`config.mk`:
```
export PLATFORM = sky130hd
export DESIGN_NAME = idx_data_window
export DESIGN_NICKNAME = d
export VERILOG_FILES = /design/src/rtl/idx_data_window.sv
export SDC_FILE = /design/constraint.sdc
export NUM_CORES = 1
export LEC_CHECK = 0
export BUFFER_PORTS_ARGS = -buffer_cell sky130_fd_sc_hd__clkbuf_2
export CORE_ASPECT_RATIO = 1.4
export CORE_MARGIN = 2
export CORE_UTILIZATION = 30
export CTS_CLUSTER_SIZE = 14
export DETAILED_ROUTE_END_ITERATION = 8
export GPL_ROUTABILITY_DRIVEN = 0
export PLACE_DENSITY_LB_ADDON = 0.08
export SETUP_SLACK_MARGIN = 0.15
export SLEW_MARGIN = 10
export SYNTH_ARGS = -nofsm -noshare
export SYNTH_HDL_FRONTEND = slang
export SYNTH_SLANG_ARGS = --single-unit
```
`constraint.sdc`:
```
create_clock -name clk -period 1.9 [get_ports clk]
set_clock_uncertainty 0.05 [all_clocks]
set_input_delay 0.095 -clock clk [delete_from_list [all_inputs] [get_ports clk]]
set_output_delay 0.095 -clock clk [all_outputs]
set_load 0.03 [all_outputs]
```
`src/rtl/idx_data_window.sv`:
```
module idx_data_window #(
  parameter int DW = 32,
  parameter int AW = 12,
  parameter int WIN_AW = 5,
  parameter int IDX_OFS = 16
) (
  input  logic              clk,
  input  logic              rst_n,
  input  logic              up_req,
  input  logic              up_we,
  input  logic [WIN_AW-1:0] up_addr,
  input  logic [DW-1:0]     up_wdata,
  input  logic [DW/8-1:0]   up_be,
  output logic              up_busy,
  output logic              up_done,
  output logic [DW-1:0]     up_rdata,
  output logic              dn_req,
  output logic              dn_we,
  output logic [AW-1:0]     dn_addr,
  output logic [DW-1:0]     dn_wdata,
  output logic [DW/8-1:0]   dn_be,
  input  logic              dn_ack,
  input  logic [DW-1:0]     dn_rdata
);
  localparam int BEW = DW / 8;
  localparam int LSB = $clog2(BEW);
  localparam logic [WIN_AW-1:0] IDX_A = WIN_AW'(IDX_OFS);
  localparam logic [WIN_AW-1:0] DAT_A = WIN_AW'(IDX_OFS + BEW);
  localparam logic [AW-1:0] IDX_MASK = {{(AW-LSB){1'b1}}, {LSB{1'b0}}};

  logic [AW-1:0] idx_q;
  logic          pend_q;
  logic          done_q;
  logic [DW-1:0] rdata_q;
  logic          accept;
  logic          hit_idx, hit_dat;

  assign accept  = up_req && !pend_q;
  assign hit_idx = up_addr == IDX_A;
  assign hit_dat = up_addr == DAT_A;
  assign up_busy = pend_q;
  assign up_done = done_q;
  assign up_rdata = done_q ? rdata_q : '0;
  assign dn_req  = pend_q;
  assign dn_addr = idx_q;

  always_ff @(posedge clk) begin
    if (!rst_n) begin
      idx_q    <= '0;
      pend_q   <= 1'b0;
      done_q   <= 1'b0;
      rdata_q  <= '0;
      dn_we    <= 1'b0;
      dn_wdata <= '0;
      dn_be    <= '0;
    end else begin
      done_q  <= 1'b0;
      rdata_q <= '0;
      if (pend_q) begin
        if (dn_ack) begin
          pend_q  <= 1'b0;
          done_q  <= 1'b1;
          rdata_q <= dn_we ? '0 : dn_rdata;
        end
      end else if (accept) begin
        if (hit_dat) begin
          pend_q   <= 1'b1;
          dn_we    <= up_we;
          dn_wdata <= up_wdata;
          dn_be    <= up_be;
        end else begin
          done_q <= 1'b1;
          if (hit_idx) begin
            if (up_we) idx_q <= up_wdata[AW-1:0] & IDX_MASK;
            else rdata_q <= DW'(idx_q);
          end
        end
      end
    end
  end


  idx_aligned_chk: assert property (@(posedge clk) disable iff (!rst_n)
    idx_q[LSB-1:0] == '0);

  dn_hold_chk: assert property (@(posedge clk) disable iff (!rst_n)
    dn_req && !dn_ack |=> dn_req && $stable(dn_addr) && $stable(dn_wdata) && $stable(dn_be) && $stable(dn_we));

  dn_done_chk: assert property (@(posedge clk) disable iff (!rst_n)
    dn_req && dn_ack |=> up_done && !dn_req);

  idx_keep_chk: assert property (@(posedge clk) disable iff (!rst_n)
    dn_req |=> $stable(dn_addr));

  rdata_zero_chk: assert property (@(posedge clk) disable iff (!rst_n)
    !up_done |-> up_rdata == '0);

  no_req_done_chk: assert property (@(posedge clk) disable iff (!rst_n)
    up_done |-> !dn_req);
endmodule

```
==> flow_summary.yaml, run 1 <==
outcome:
  status: "finished, final reports clean"
clock_network:
  cts_buffers: 9
  cts_tree: "built"
  clk_latency_ns: 0.33
  clock-sinks: 81
  cts_setup_buffers: 0
  path_clk_slew_ns: 0.06
  cts_buffer_depth: 2
  root_buffer: "clkbuf_16"
  cts_max_level: 3
placement:
  post-place-ws_ns: 0.553
  placed_cells: 591
  io_buffers: 159
  place_hpwl_um: 5470
synthesis:
  synth-edff-count: 0
  synthTopCellsByArea: "dfxtp_1 (53%), mux2i_1 (15%), and2_1 (11%)"
  synth_top_area_frac: 0.528
  synth_seq_cells: 81
  syn_area_per_cell_um2: 9.78
  muxShareOfSynthArea: 0.153
  ys_async_sr_fraction: 0
  synth-main-ff-cell: "dfxtp_1"
  yosysWarnings: 0
  synth_fa_ha_area_frac: 0
  synth_compound_area_frac: 0.0338
  synthXorXnorAreaFrac: 0
  yosys.area_share.simple: 0.240
  synth_area_um2: 3070
  syn_inst: 314
  ys_types: 20
  synth_top_family_by_area: "simple AND/OR/NAND/NOR gates"
  synth_top_area_cell: "dfxtp_1"
  synth-seq-area-share: 0.528
global_route:
  grt_use_met3: 0.0345
  grt_overflow: 0
  busiest_layer: "met2"
  grt_max_degree: 51
  antenna_found_initial: 0
  grt_pass1_wl_um: 12100
  grt_pass1_vias: 2638
  use_met2: 0.248
  track_usage: 0.144
  use_met1: 0.160
power_and_ir_drop:
  p_comb_frac: 0.078
  swShare: 0.201
  seq_power_share: 0.427
  ir_drop_mv: 0.418
  power_switching_mw: 0.804
  p_clk_frac: 0.495
  internal_power_mw: 3.21
  p_leak_nw: 2.65
  totalPowerFinal_mw: 4.01
  power_density_nw_per_um2: 801
detailed_routing:
  ant_nets: 0
  via_per_inst: 4.15
  wirelength_um: 8220
  initialDrtViolationCount: 96
  drc: 0
  wl_per_cell_um: 12.1
  dr.pass1.iters: 4
  vias: 2811
timing:
  slew_viol_final: 0
  fin_crit_sh: 0.741
  rsz0062_at_grt: "false"
  period_needed_ns: 1.41
  setup_tns_ns: 0
  setup_viol: 0
  fin_ws_ns: 0.491
  max_freq_mhz: 710
  hold_viol_final: 0
setup_path:
  max_stage_delay_ns: 0.31
  crit_family: "buffers and inverters"
  start_kind: "flop"
  crit_chain: "buf_4 > and2_1 > clkbuf_2"
  crit_fanout: 33
  required_ns: 1.75
  endpoint_kind: "output pin"
  slowest_stage: "dfxtp_1"
  arrival_ns: 1.26
  critPathKind: "flop to output pin"
  critical_path_buf_inv_count: 2
run:
  drv_cap: 0
layout:
  fin_util: 0.503
  drive_above_1_share: 0.339
  area_growth_pct: 63.1
  fin_nets: 615
  insertedDiodeCount: 0
  fin_cells: 677
worst_hold_path:
  min_path_type: "primary input to flop"
die:
  die_width_um: 89.5
  dieArea_um2: 11100
  ios: 162
  rows: 43
  start_util: 0.308
  die_y_um: 124
  core-area_um2: 9950
==> final timing paths <==
path | start | endpoint | slack [ns] | depth (start not counted)
setup reg to reg | dn_req | dn_wdata[27] | 0.56 | 4
setup / recovery | up_done | up_rdata[3] | 0.49 | 3
hold / removal | up_addr[2] | up_done | 0.06 | 3
hold reg to reg | dn_wdata[26] | dn_wdata[26] | 0.41 | 2
==> layer usage <==
layer  up-vias  wire length [um]
met1      1244              3430
li1       1449                 -
met3        14               501
met5         -                 0
met4         0               209
met2       104              4080
==> cell usage in the layout (no fill, tap or decap), drive strengths merged, types with 2 or more instances in the layout <==
master	instances
mux2i	47
buf	7
bufinv	3
clkbuf	170
conb	2
and3	2
nand2	85
dlygate4sd3	70
a22o	10
and2	54
dfxtp	81
==> cell usage after synthesis, types with 2 or more instances <==
cell / n
mux2i_1: 47
and3_1: 2
nand2_1: 85
buf_6: 3
a22o_1: 10
dfxtp_1: 81
buf_2: 5
clkbuf_1: 14
buf_4: 3
and2_1: 54
==> cell type report <==
cell class | instances | area, um2
Fill cell | 937 | 4940
Sequential cell | 81 | 1620
Clock buffer | 11 | 243
Tap cell | 135 | 169
Multi-Input combinational cell | 209 | 1320
Clock inverter | 5 | 103
Timing Repair Buffer | 236 | 1550
==> worst min-delay path, delay by kind of cell <==
kind            cells  cell delay, ns
compound gates      1            0.14
buf+inv             1            0.11
simple gates        1            0.06
==> flip-flops by register name (all words and copies together), names as in the netlist <==
| signal | flops |
|---|---|
| dn_addr | 10 |
| rdata_q | 32 |
| up_done | 1 |
| dn_wdata | 32 |
| dn_we | 1 |
| dn_req | 1 |
| dn_be | 4 |
==> power groups by stage <==
stage                     sequential, mW  clock [mW]  combinational (mW)
after floorplan                     1.77           0              0.0816
after global placement              1.75           0               0.197
after detailed placement            1.75           0               0.198
after CTS                           1.71        2.04               0.313
after global routing                1.71        2.12               0.342
final                               1.71        1.99               0.312
==> timing repair <==
item,in CTS,in global routing
hold endpoints to repair,80,0
hold buffers,70,0
resized for setup,0,0
==> logic make-up after synthesis <==
kind of cell           count (synthesis)
AOI/OAI and AO/OA                     12
buffers and inverters                 25
DFF                                   81
muxes                                 47
other                                  1
and+or+nand+nor                      148
==> per-stage QoR <==
| step | hold slack (ns) | area, um2 |
|---|---|---|
| global placement | 0.246 | 3960 |
| finish | 0.0568 | 5010 |
| detailed placement | 0.248 | 3960 |
| CTS | 0.0429 | 5010 |
| global route | 0.0740 | 5010 |
| floorplan | 0.167 | 3070 |
Power figures use the tool's default switching activity.
==> run 2, diff against run 1 <==
==> constraint.sdc (replaced) <==
create_clock -name clk -period 1.27 [get_ports clk]
set_clock_uncertainty 0.05 [all_clocks]
set_input_delay 0.0635 -clock clk [delete_from_list [all_inputs] [get_ports clk]]
set_output_delay 0.0635 -clock clk [all_outputs]
set_load 0.03 [all_outputs]
==> flow_summary.yaml, run 2 (same netlist as run 1, synthesis figures left out) <==
global_route:
  grt_pass1_wl_um: 14300
  busiest_layer: "met2"
  grt_max_degree: 59
  grt_overflow: 0
  antenna_found_initial: 0
  track_usage: 0.171
  use_met2: 0.322
  grt_pass1_vias: 3044
  use_met1: 0.176
  grt_use_met3: 0.0411
clock_network:
  cts_max_level: 3
  path_clk_slew_ns: 0.06
  clk_latency_ns: 0.33
  clock-sinks: 81
  cts_buffers: 9
  cts_tree: "built"
  root_buffer: "clkbuf_16"
  cts_buffer_depth: 2
power_and_ir_drop:
  p_clk_frac: 0.505
  power_density_nw_per_um2: 1060
  swShare: 0.204
  internal_power_mw: 4.99
  seq_power_share: 0.408
  p_comb_frac: 0.087
  power_switching_mw: 1.28
  totalPowerFinal_mw: 6.27
  ir_drop_mv: 0.729
  p_leak_nw: 3.01
worst_hold_path:
  min_path_cells: 3
  min_path_type: "primary input to flop"
timing:
  fin_ws_ns: -0.0314
  fin_crit_sh: 1.02
  period_needed_ns: 1.30
  slew_viol_final: 0
  setup_viol: 19
  rsz0062_at_grt: "true"
  hold_viol_final: 0
  max_freq_mhz: 768
  whs_ns: 0.0430
layout:
  mostFrequentLayoutCell: "clkbuf_2"
  fin_util: 0.595
  fin_area_um2: 5920
  insertedDiodeCount: 0
  fin_nets: 632
  layout_common_cells: "clkbuf_2 (124), nand2_1 (85), dfxtp_1 (78)"
  area_growth_pct: 92.9
  drive_above_1_share: 0.470
setup_path:
  arrival_ns: 1.19
  crit_chain: "buf_6 > and2_2 > buf_8"
  max_stage_delay_ns: 0.40
  critical_path_buf_inv_count: 2
  start_kind: "flop"
  endpoint_kind: "output pin"
  crit_family: "flip-flops"
  required_ns: 1.16
  r2r_cells: 6
  crit_cells: 3
  r2r_slack_ns: 0
  critPathKind: "flop to output pin"
  crit_fanout: 8
  slowest_stage: "dfxtp_4"
die:
  rows: 43
  start_util: 0.308
  ios: 162
  dieArea_um2: 11100
  die_y_um: 124
  die_width_um: 89.5
  core-area_um2: 9950
placement:
  place_area_um2: 4090
  place_hpwl_um: 5450
  io_buffers: 159
detailed_routing:
  wl_per_cell_um: 14.6
  vias: 3001
  via_per_inst: 4.32
  ant_nets: 0
  initialDrtViolationCount: 54
  dr.pass1.iters: 4
  wirelength_um: 10100
  drc: 0
outcome:
  status: "finished with violations"
  violations: "negative setup slack"
run:
  drv_cap: 0
run 2: cell types whose count changed in the layout (fill, tap and decap cells not counted), sizes merged:
cell    previous run  this run
buf                7        55
clkbuf           170       137
bufinv             3         4
inv                0         1
run 2: path summary, 6_finish.rpt:
| kind | from | end |
|---|---|---|
| hold reg to reg | dn_wdata[11] | dn_wdata[11] |
| hold / removal | rst_n | dn_we |
| setup reg to reg | dn_req | rdata_q[10] |
| setup / recovery | up_done | up_rdata[26] |
run 2: repair_timing:
item | 4_1_cts | 5_1_grt
pin swaps | 12 | 14
endpoints found under the setup margin | 73 | 115
buffers inserted | 2 | 4
hold buffers | 70 | 0
cloned | 4 | 5
hold endpoints to repair | 80 | 0
resized for setup | 78 | 93
run 2: power groups by stage:
| stage | Combinational, mW | Sequential [mW] | Clock (mW) |
|---|---|---|---|
| floorplan | 0.125 | 2.64 | 0 |
| global placement | 0.310 | 2.61 | 0 |
| detailed placement | 0.313 | 2.61 | 0 |
| CTS | 0.500 | 2.56 | 3.26 |
| global route | 0.592 | 2.56 | 3.36 |
| finish | 0.547 | 2.56 | 3.16 |
run 2: layout make-up:
class                   instances  area (um2)
clock buffers                   9         225
clock inverters                 7         141
repair buffers                253        2270
well taps                     135         169
multi-input cells             209        1480
fillers                       845        4030
flip-flops and latches         81        1630
run 2: layer usage:
layer	wire length (um)	part of all wire
met1	3780	0.37
met2	5620	0.55
met3	554	0.055
met4	186	0.018
met5	0	0
run 2: tightest hold or removal path, cell delays in order:
cell	delay (ns)
clkbuf_2	0.17
nand2_1	0.10
mux2i_1	0.05
run 2: metrics by stage:
step | TNS, ns | worst slack, ns | std cells
4_1_cts | -0.188 | -0.0123 | 685
6_report | -0.143 | -0.0314 | 694
5_1_grt | -1.67 | -0.0763 | 694
3_5_place_dp | 0 | 0.0101 | 593
2_1_floorplan | 0 | 0.0872 | 315
3_3_place_gp | 0 | 0.0166 | 593
==> run 3, diff against run 2 <==
--- a/config.mk
+++ b/config.mk
@@ -8,7 +8,7 @@
 export BUFFER_PORTS_ARGS = -buffer_cell sky130_fd_sc_hd__clkbuf_2
 export CORE_ASPECT_RATIO = 1.4
 export CORE_MARGIN = 2
-export CORE_UTILIZATION = 30
+export CORE_UTILIZATION = 40
 export CTS_CLUSTER_SIZE = 14
 export DETAILED_ROUTE_END_ITERATION = 8
 export GPL_ROUTABILITY_DRIVEN = 0
==> flow_summary.yaml, run 3 (same netlist as run 1, synthesis figures left out) <==
timing:
  period_needed_ns: 1.27
  whs_ns: 0.0833
  rsz0062_at_grt: "true"
  fin_ws_ns: -0.000828
  slew_viol_final: 0
  setup_viol: 1
  max_freq_mhz: 787
  setup_tns_ns: -0.000828
  hold_viol_final: 0
  fin_crit_sh: 1.00
setup_path:
  crit_fanout: 5
  start_kind: "flop"
  critPathKind: "flop to flop"
  slowest_stage: "dfxtp_4"
  required_ns: 1.46
  crit_family: "flip-flops"
  crit_chain: "nor2b_4 > nand3_4 > buf_6 > buf_16 > mux2i_2"
  max_stage_delay_ns: 0.36
  arrival_ns: 1.47
  critical_path_buf_inv_count: 2
  endpoint_kind: "flop"
detailed_routing:
  wirelength_um: 9670
  drc: 0
  dr.pass1.iters: 4
  via_per_inst: 4.61
  wl_per_cell_um: 14.7
  vias: 3031
  initialDrtViolationCount: 84
  ant_nets: 0
clock_network:
  root_buffer: "clkbuf_8"
  cts_buffer_depth: 2
  clock-sinks: 81
  cts_buffers: 9
  path_clk_slew_ns: 0.07
  cts_max_level: 3
  cts_tree: "built"
  clk_latency_ns: 0.34
run:
  drv_cap: 0
die:
  ios: 162
  die_y_um: 108
  die_width_um: 78.0
  core-area_um2: 7410
  dieArea_um2: 8400
  start_util: 0.415
  rows: 37
global_route:
  grt_overflow: 0
  grt_pass1_vias: 3043
  busiest_layer: "met2"
  grt_use_met3: 0.0470
  use_met2: 0.394
  grt_pass1_wl_um: 13900
  use_met1: 0.218
  antenna_found_initial: 0
  grt_max_degree: 55
  track_usage: 0.211
outcome:
  violations: "negative setup slack"
  status: "finished with violations"
placement:
  io_buffers: 159
  place_hpwl_um: 4940
power_and_ir_drop:
  power_density_nw_per_um2: 873
  totalPowerFinal_mw: 4.96
  p_leak_nw: 2.92
  ir_drop_mv: 0.600
layout:
  drive_above_1_share: 0.460
  fin_util: 0.768
  layout_common_cells: "clkbuf_2 (124), nand2_1 (85), dfxtp_1 (78)"
  area_growth_pct: 85.3
  fin_nets: 633
  mostFrequentLayoutCell: "clkbuf_2"
worst_hold_path:
  min_path_type: "primary input to flop"
run 3: cell types whose count changed in the layout (fill, tap and decap cells not counted), moves of 3 or more:
cell / previous run / this run
bufinv_16: 4 / 1
and2_2: 3 / 0
clkbuf_8: 0 / 9
buf_6: 4 / 10
clkbuf_16: 13 / 5
buf_12: 7 / 4
run 3: worst reg2reg max path, stage by stage, from the launching register on:
cell and delay, ns:
dfxtp_4 0.36, nor2b_4 0.16, nand3_4 0.11, buf_6 0.16, buf_16 0.14, mux2i_2 0.21
run 3: what timing repair did:
action	in CTS	in global routing
gates cloned	4	5
gates resized for setup	105	69
setup buffers	7	2
endpoints found under the setup margin	83	115
endpoints found under the hold margin	81	0
pin swaps	28	8
hold buffers	71	0
run 3: report_power, final:
group | internal (mW) | total, mW | switching [mW]
Combinational | 0.314 | 0.533 | 0.219
Clock | 1.01 | 1.87 | 0.860
Sequential | 2.55 | 2.56 | 0.0113
run 3: routing by layer:
metal  routed length (um)  vias up
met5                    0        -
met4                  245        0
met3                  573       23
met2                 5220      121
met1                 3630     1396
li1                     -     1491
run 3: cell type report:
type	instances	area [um2]
clock inverters	3	40.0
flip-flops and latches	81	1630
multi-input cells	209	1480
clock buffers	12	156
well taps	97	121
repair buffers	254	2260
fillers	494	1720
diodes	1	2.50
run 3: final timing paths:
path / from / endpoint / slack [ns] / cells past startpoint
worst max-delay path: dn_req / dn_wdata[1] / -0.0008 / 5
worst min-delay path: dn_ack / up_done / 0.08 / 3
worst max register to register: dn_req / dn_wdata[1] / -0.0008 / 5
worst min register to register: dn_wdata[20] / dn_wdata[20] / 0.41 / 2
run 3: stage by stage:
step / std cells / area [um2] / setup WS [ns]
3_5_place_dp: 552 / 4000 / 0.0129
5_1_grt: 656 / 5690 / -0.0417
3_3_place_gp: 552 / 4000 / 0.0430
2_1_floorplan: 315 / 3160 / 0.0872
6_report: 657 / 5690 / -0.000828
4_1_cts: 649 / 5450 / -0.0246
